[config.mk]
export PLATFORM = sky130hd
export DESIGN_NAME = stspin_ctrl
export DESIGN_NICKNAME = d
export VERILOG_FILES = /design/src/rtl/stspin_pkg.sv /design/src/rtl/stspin_cfg.sv /design/src/rtl/stspin_evsel.sv /design/src/rtl/stspin_timer.sv /design/src/rtl/stspin_ctrl.sv
export SDC_FILE = /design/constraint.sdc
export NUM_CORES = 1
export LEC_CHECK = 0
export CELL_PAD_IN_SITES_DETAIL_PLACEMENT = 1
export CELL_PAD_IN_SITES_GLOBAL_PLACEMENT = 2
export CORE_MARGIN = 5
export CORE_UTILIZATION = 23
export CTS_BUF_LIST = sky130_fd_sc_hd__clkbuf_16
export DETAILED_ROUTE_END_ITERATION = 12
export HOLD_SLACK_MARGIN = 0.1
export PLACE_DENSITY = 0.81
export SETUP_SLACK_MARGIN = 0.5
export SLEW_MARGIN = 20
export SYNTH_ARGS = -nofsm -noshare
export SYNTH_HDL_FRONTEND = slang
export SYNTH_SLANG_ARGS = --single-unit
[constraint.sdc]
create_clock -name clk -period 1.7 [get_ports clk]
set_input_delay 0.425 -clock clk [delete_from_list [all_inputs] [get_ports clk]]
set_output_delay 0.425 -clock clk [all_outputs]
set_load 0.05 [all_outputs]
[src/rtl/stspin_pkg.sv]
package stspin_pkg;
  typedef enum logic [1:0] {
    MODE_LEVEL = 2'b00,
    MODE_ERASE = 2'b01,
    MODE_PROG  = 2'b10,
    MODE_ANY   = 2'b11
  } pin_mode_e;
endpackage

[src/rtl/stspin_cfg.sv]
module stspin_cfg
  import stspin_pkg::*;
#(
  parameter int CFG_W = 8
) (
  input  logic             clk,
  input  logic             rst_n,
  input  logic             cfg_wr,
  input  logic [CFG_W-1:0] cfg_data,
  input  logic             clr_sts,
  output pin_mode_e        mode,
  output logic             err
);
  logic      reject;
  pin_mode_e mode_d, mode_q;
  logic      err_d, err_q;

  always_comb begin
    reject = cfg_wr && (|cfg_data[CFG_W-1:2]);
    mode_d = mode_q;
    if (cfg_wr && !reject) mode_d = pin_mode_e'(cfg_data[1:0]);
    err_d = err_q;
    if (reject)       err_d = 1'b1;
    else if (clr_sts) err_d = 1'b0;
  end

  always_ff @(posedge clk or negedge rst_n) begin
    if (!rst_n) begin
      mode_q <= MODE_LEVEL;
      err_q  <= 1'b0;
    end else begin
      mode_q <= mode_d;
      err_q  <= err_d;
    end
  end

  assign mode = mode_q;
  assign err  = err_q;

  // rejected write flags error and keeps the old mode
  p_reject_flags_r8: assert property (@(posedge clk) disable iff (!rst_n)
    (cfg_wr && |cfg_data[CFG_W-1:2]) |=> err);
  p_reject_keeps_mode_r8: assert property (@(posedge clk) disable iff (!rst_n)
    (cfg_wr && |cfg_data[CFG_W-1:2]) |=> $stable(mode));
  // flags persist until cleared, and clear works
  p_flag_hold_r9: assert property (@(posedge clk) disable iff (!rst_n)
    (err && !clr_sts) |=> err);
  p_flag_clear_r9: assert property (@(posedge clk) disable iff (!rst_n)
    (clr_sts && !(cfg_wr && |cfg_data[CFG_W-1:2])) |=> !err);
endmodule

[src/rtl/stspin_evsel.sv]
module stspin_evsel
  import stspin_pkg::*;
(
  input  pin_mode_e mode,
  input  logic      erase_done,
  input  logic      prog_done,
  output logic      trig
);
  always_comb begin
    unique case (mode)
      MODE_ERASE: trig = erase_done;
      MODE_PROG:  trig = prog_done;
      MODE_ANY:   trig = erase_done | prog_done;
      default:    trig = 1'b0;
    endcase
  end
endmodule

[src/rtl/stspin_timer.sv]
module stspin_timer #(
  parameter int PULSE_CYC = 25
) (
  input  logic clk,
  input  logic rst_n,
  input  logic trig,
  input  logic cancel,
  output logic active
);
  localparam int CW = $clog2(PULSE_CYC + 1);
  localparam logic [CW-1:0] LOAD = CW'(PULSE_CYC);

  logic [CW-1:0] cnt_d, cnt_q;

  always_comb begin
    cnt_d = cnt_q;
    if (cancel)              cnt_d = '0;
    else if (trig)           cnt_d = LOAD;
    else if (cnt_q != '0)    cnt_d = cnt_q - 1'b1;
  end

  always_ff @(posedge clk or negedge rst_n) begin
    if (!rst_n) cnt_q <= '0;
    else        cnt_q <= cnt_d;
  end

  assign active = (cnt_q != '0);

  // an accepted trigger (re)loads the full length
  p_reload_r7: assert property (@(posedge clk) disable iff (!rst_n)
    (trig && !cancel) |=> (cnt_q == LOAD));
  // a running pulse counts down by one each cycle
  p_countdown_r6: assert property (@(posedge clk) disable iff (!rst_n)
    (active && !trig && !cancel) |=> (cnt_q == $past(cnt_q) - 1'b1));
  // a cancel ends the pulse
  p_cancel_r10: assert property (@(posedge clk) disable iff (!rst_n)
    cancel |=> !active);
endmodule

[src/rtl/stspin_ctrl.sv]
module stspin_ctrl
  import stspin_pkg::*;
#(
  parameter int CFG_W         = 8,
  parameter int CLK_PERIOD_NS = 20,
  parameter int PULSE_NS      = 500
) (
  input  logic             clk,
  input  logic             rst_n,
  input  logic             cfg_wr,
  input  logic [CFG_W-1:0] cfg_data,
  input  logic             clr_sts,
  input  logic             busy,
  input  logic             erase_done,
  input  logic             prog_done,
  output logic             sts_pin,
  output logic             err_sts4,
  output logic             err_sts5
);
  localparam int PULSE_CYC = (PULSE_NS + CLK_PERIOD_NS - 1) / CLK_PERIOD_NS;

  logic [1:0] rst_sync_q;
  logic       rst_int_n;
  logic       busy_q;
  logic       trig;
  logic       pulse_active;
  logic       err;
  pin_mode_e  mode;

  // asynchronous assert, synchronous release
  always_ff @(posedge clk or negedge rst_n) begin
    if (!rst_n) rst_sync_q <= 2'b00;
    else        rst_sync_q <= {rst_sync_q[0], 1'b1};
  end
  assign rst_int_n = rst_sync_q[1];

  always_ff @(posedge clk or negedge rst_int_n) begin
    if (!rst_int_n) busy_q <= 1'b0;
    else            busy_q <= busy;
  end

  stspin_cfg #(.CFG_W(CFG_W)) u_cfg (
    .clk      (clk),
    .rst_n    (rst_int_n),
    .cfg_wr   (cfg_wr),
    .cfg_data (cfg_data),
    .clr_sts  (clr_sts),
    .mode     (mode),
    .err      (err)
  );

  stspin_evsel u_evsel (
    .mode       (mode),
    .erase_done (erase_done),
    .prog_done  (prog_done),
    .trig       (trig)
  );

  stspin_timer #(.PULSE_CYC(PULSE_CYC)) u_timer (
    .clk    (clk),
    .rst_n  (rst_int_n),
    .trig   (trig),
    .cancel (cfg_wr),
    .active (pulse_active)
  );

  assign sts_pin  = (mode == MODE_LEVEL) ? ~busy_q : ~pulse_active;
  assign err_sts4 = err;
  assign err_sts5 = err;

  // level mode never carries a pulse
  p_level_no_pulse_r2: assert property (@(posedge clk) disable iff (!rst_int_n)
    (mode == MODE_LEVEL) |-> !pulse_active);
  // erase completion alone is filtered out in program mode
  p_prog_filter_r4: assert property (@(posedge clk) disable iff (!rst_int_n)
    (mode == MODE_PROG && erase_done && !prog_done && !cfg_wr && !pulse_active)
    |=> !pulse_active);
  // program completion alone is filtered out in erase mode
  p_erase_filter_r3: assert property (@(posedge clk) disable iff (!rst_int_n)
    (mode == MODE_ERASE && prog_done && !erase_done && !cfg_wr && !pulse_active)
    |=> !pulse_active);
  // either event fires in mode 3
  p_any_fires_r5: assert property (@(posedge clk) disable iff (!rst_int_n)
    (mode == MODE_ANY && (erase_done || prog_done) && !cfg_wr) |=> !sts_pin);
endmodule

==> summary.md <==
| Metric | Value |
|---|---|
| Max-slew violations | 0 |
| Synthesis Warnings | 0 |
| Yosys reg bits | 11 |
| Critical Path End Type | output port |
| Critical-path cell list | inv_1 > ha_2 > or4b_4 > mux2i_4 > buf_12 |
| Syn nets | 61 |
| Grt ovf | 0 |
| Mapped Area | around 510 um2 |
| Largest net degree at the start of global routing | 10 |
| Unrepaired setup endpoints after global routing | true |
| Mapped Cells | 45 |
| Root Buffer Master | clkbuf_16 |
| Final hold vios | 0 |
| Full die area | around 3200 um2 |
| WL/cell | ~13 um |
| Final ANT Viol Nets | 0 |
| CTS tree | built |
| Syn_area_per_cell | ~11 um2 |
| Total clock buffers created by CTS | 3 |
| Outcome | finished with violations |
| Number of global-route vias before repair | 533 |
| Total leakage power | about 0.00045 uW |
| Worst-Skew Late Latency | approximately 0.24 ns |
| Crit path kind | reg2out |
| Die W | between 50 and 60 um |
| # IOs | 18 |
| Worst min path class | reg2async |
| Worst path slowest cell | or4b_4 |
| Antenna diodes | 0 |
| Area grow syn2layout | 97.5% |
| Antenna violations before repair | 0 |
| Via count | approximately 480 |
| Clk_skew | between 0.0003 and 0.0004 ns |
| Slowest stage delay, CP | ~0.48 ns |
| Area of the core | roughly 2100 um2 |
| Global-route usage over all layers | between 10% and 20% |
| R2R Path Start | u_timer.cnt_q[0] |
| Final wirelength | 1420 um |
| Crit path time final | 2.12 ns |
| Power Density | roughly 1700 nW/um2 |
| Peak supply drop | ~1.1 mV |
| Remaining DRCs | 0 |
| Clk buf depth | 2 |
| Maxcap violations | 0 |
| Worst-path fanout max | 2 |
| First-pass GRT wire length | about 2500 um |
| Seq/Total Area, Yosys | approximately 54% |
| Crit share post-route | 125% |
| Drt first pass iters | 4 |
| DP Wirelength | 1030 um |
| Critical Path Start Type | register |
| Layout Cells excl Fill | between 100 and 150 |
| DRT iter0 DRCs | 3 |
| Starting Density | about a quarter |
| Largest cells by area after synthesis | dfrtp_1 (54%), mux2_2 (4.4%), a22o_1 (3.5%) |
| Clock transition at path regs | ~0.040 ns |
| Share of the synthesized area in the top cell type | between 50% and 60% |
| Worst Path Arrival | 1.69 ns |
| CP required | roughly 1.3 ns |
| Pre-CTS WS | -0.197 ns |
| Vias per inst | 4.44 |
| Violated checks | negative setup slack |
| Gpl congestion | roughly 0.79 |
| Port bufs | 17 |
| Post-synthesis cell type count | 25 |
| Area leader, netlist | dfrtp_1 |
| Row count | 17 |
| CTS Hold Bufs | 0 |
| Share of layout cells above drive strength 1 | roughly 48% |
| Die Ht | around 57 um |
| Worst Slack Setup Final | -0.417 ns |
| Net count, final | 96 |
| Max Clock Freq | 0.472 GHz |
| Clock sinks | 11 |
| Worst Setup SP | u_timer.cnt_q[0] |
| Setup Viol. Count Final | 4 |
| FILL cells | 237 |
| Number of H-tree levels | 1 |
| Post-placement cell count | 95 |
==> stage by stage <==
stage / hold slack [ns] / area [um2] / TNS [ns] / power, uW / utilization [%]
4_1_cts: 0.166 / 992 / -1.28 / 1730 / 46.2
2_1_floorplan: 0.108 / 538 / -0.301 / 712 / -
3_5_place_dp: 0.162 / 813 / -0.316 / 976 / 37.9
6_report: 0.151 / 1000 / -1.33 / 1730 / 46.6
5_1_grt: 0.199 / 1000 / -1.65 / 1840 / 46.6
3_3_place_gp: 0.149 / 813 / -0.212 / 954 / 37.9
==> cell usage after synthesis <==
library cell   n
dfrtp_1       11
inv_1          4
nor2_1         4
a21oi_1        2
a22o_1         2
mux2_2         2
nand2_1        2
a2111oi_2      1
a211o_1        1
a211oi_1       1
a21o_1         1
a22oi_1        1
a31oi_1        1
buf_2          1
buf_4          1
conb_1         1
ha_1           1
mux2i_1        1
nand3_1        1
nand3b_1       1
nor4_1         1
or2b_1         1
or3_2          1
or4b_1         1
xnor2_1        1
==> path summary, 6_finish.rpt <==
path / endpoint / slack, ns / cells past startpoint
min: busy_q / 0.15 / 0
min in group clk: rst_sync_q[1] / 0.35 / 0
min reg2reg: busy_q / 0.15 / 0
max: sts_pin / -0.42 / 5
max in group asynchronous: rst_sync_q[0] / 1.24 / 1
max reg2reg: u_timer.cnt_q[1] / -0.38 / 9
==> kinds of logic after synthesis <==
| kind of cell | count (synthesis) | share of synthesized area (%) |
|---|---|---|
| AO/OA/AOI/OAI | 10 | 15.8 |
| XOR/XNOR | 1 | 1.73 |
| adder cells (fa/ha/maj) | 1 | 2.47 |
| buffers and inverters | 6 | 5.43 |
| flip-flops | 11 | 54.3 |
| multiplexers | 3 | 6.42 |
| other | 1 | 0.740 |
| AND/OR/NAND/NOR | 12 | 13.1 |
==> power breakdown <==
group / total, uW / switching, uW / internal, uW
sequential: 365 / 43.4 / 322
clock: 425 / 114 / 311
combinational: 942 / 369 / 573
total: 1730 / 526 / 1210
==> layer usage <==
| layer | track usage [%] | up-vias | wire length, um | share of wire (%) |
|---|---|---|---|---|
| met4 | 4.97 | 0 | 0 | 0 |
| met5 | 0 | - | 0 | 0 |
| li1 | - | 227 | - | - |
| met3 | 3.17 | 0 | 65 | 4.6 |
| met2 | 18.9 | 14 | 778 | 55 |
| met1 | 10.8 | 234 | 579 | 41 |
==> timing repair <==
item                                    4_1_cts  5_1_grt
pin swaps                                     8        4
resized for setup                            27        3
endpoints found under the setup margin       10       10
setup buffers                                 7        1
hold endpoints to repair                      0        0
==> cells in the final DEF (no fill, tap or decap) <==
master / n
nand2_1: 2
clkdlybuf4s50_1: 7
nor4_4: 1
clkdlybuf4s15_1: 1
a211o_1: 1
or3_4: 1
a31oi_1: 1
clkbuf_2: 1
nor2_1: 3
inv_1: 4
nor2_2: 1
a2111oi_4: 1
nand3_2: 1
buf_4: 9
buf_6: 6
mux2i_4: 1
a21oi_1: 2
a211oi_1: 1
or2b_1: 1
a22oi_2: 1
conb_1: 1
or4b_4: 1
buf_12: 3
clkbuf_16: 3
dlygate4sd2_1: 3
nand3b_1: 1
dfrtp_2: 1
a22o_1: 2
clkinv_2: 1
a21o_1: 1
ha_2: 1
mux2_4: 1
dfrtp_1: 10
mux2_2: 1
buf_2: 2
xnor2_2: 1
==> sequential cells by signal, summed over array words and instances (netlist names) <==
register / count
u_timer.cnt_q: 5
rst_sync_q: 2
u_cfg.mode: 2
busy_q: 1
u_cfg.err: 1
==> final cells by class <==
type	instances	area (um2)	share of cell area (%)
repair buffers	32	317	31.6
multi-input cells	28	278	27.7
flip-flops and latches	11	277	27.6
clock buffers	3	75.1	7.50
well taps	28	35.0	3.50
inverters	4	15.0	1.50
clock inverters	1	5.00	0.500
==> worst max-delay path, delay by kind of cell, from the launching register on <==
kind | cells | cell delay (ns)
adders and majority gates | 1 | 0.18
buffers and inverters | 2 | 0.22
DFF | 1 | 0.37
muxes | 1 | 0.20
and+or+nand+nor | 1 | 0.48
Note: power is estimated with default switching activity, not from simulation.
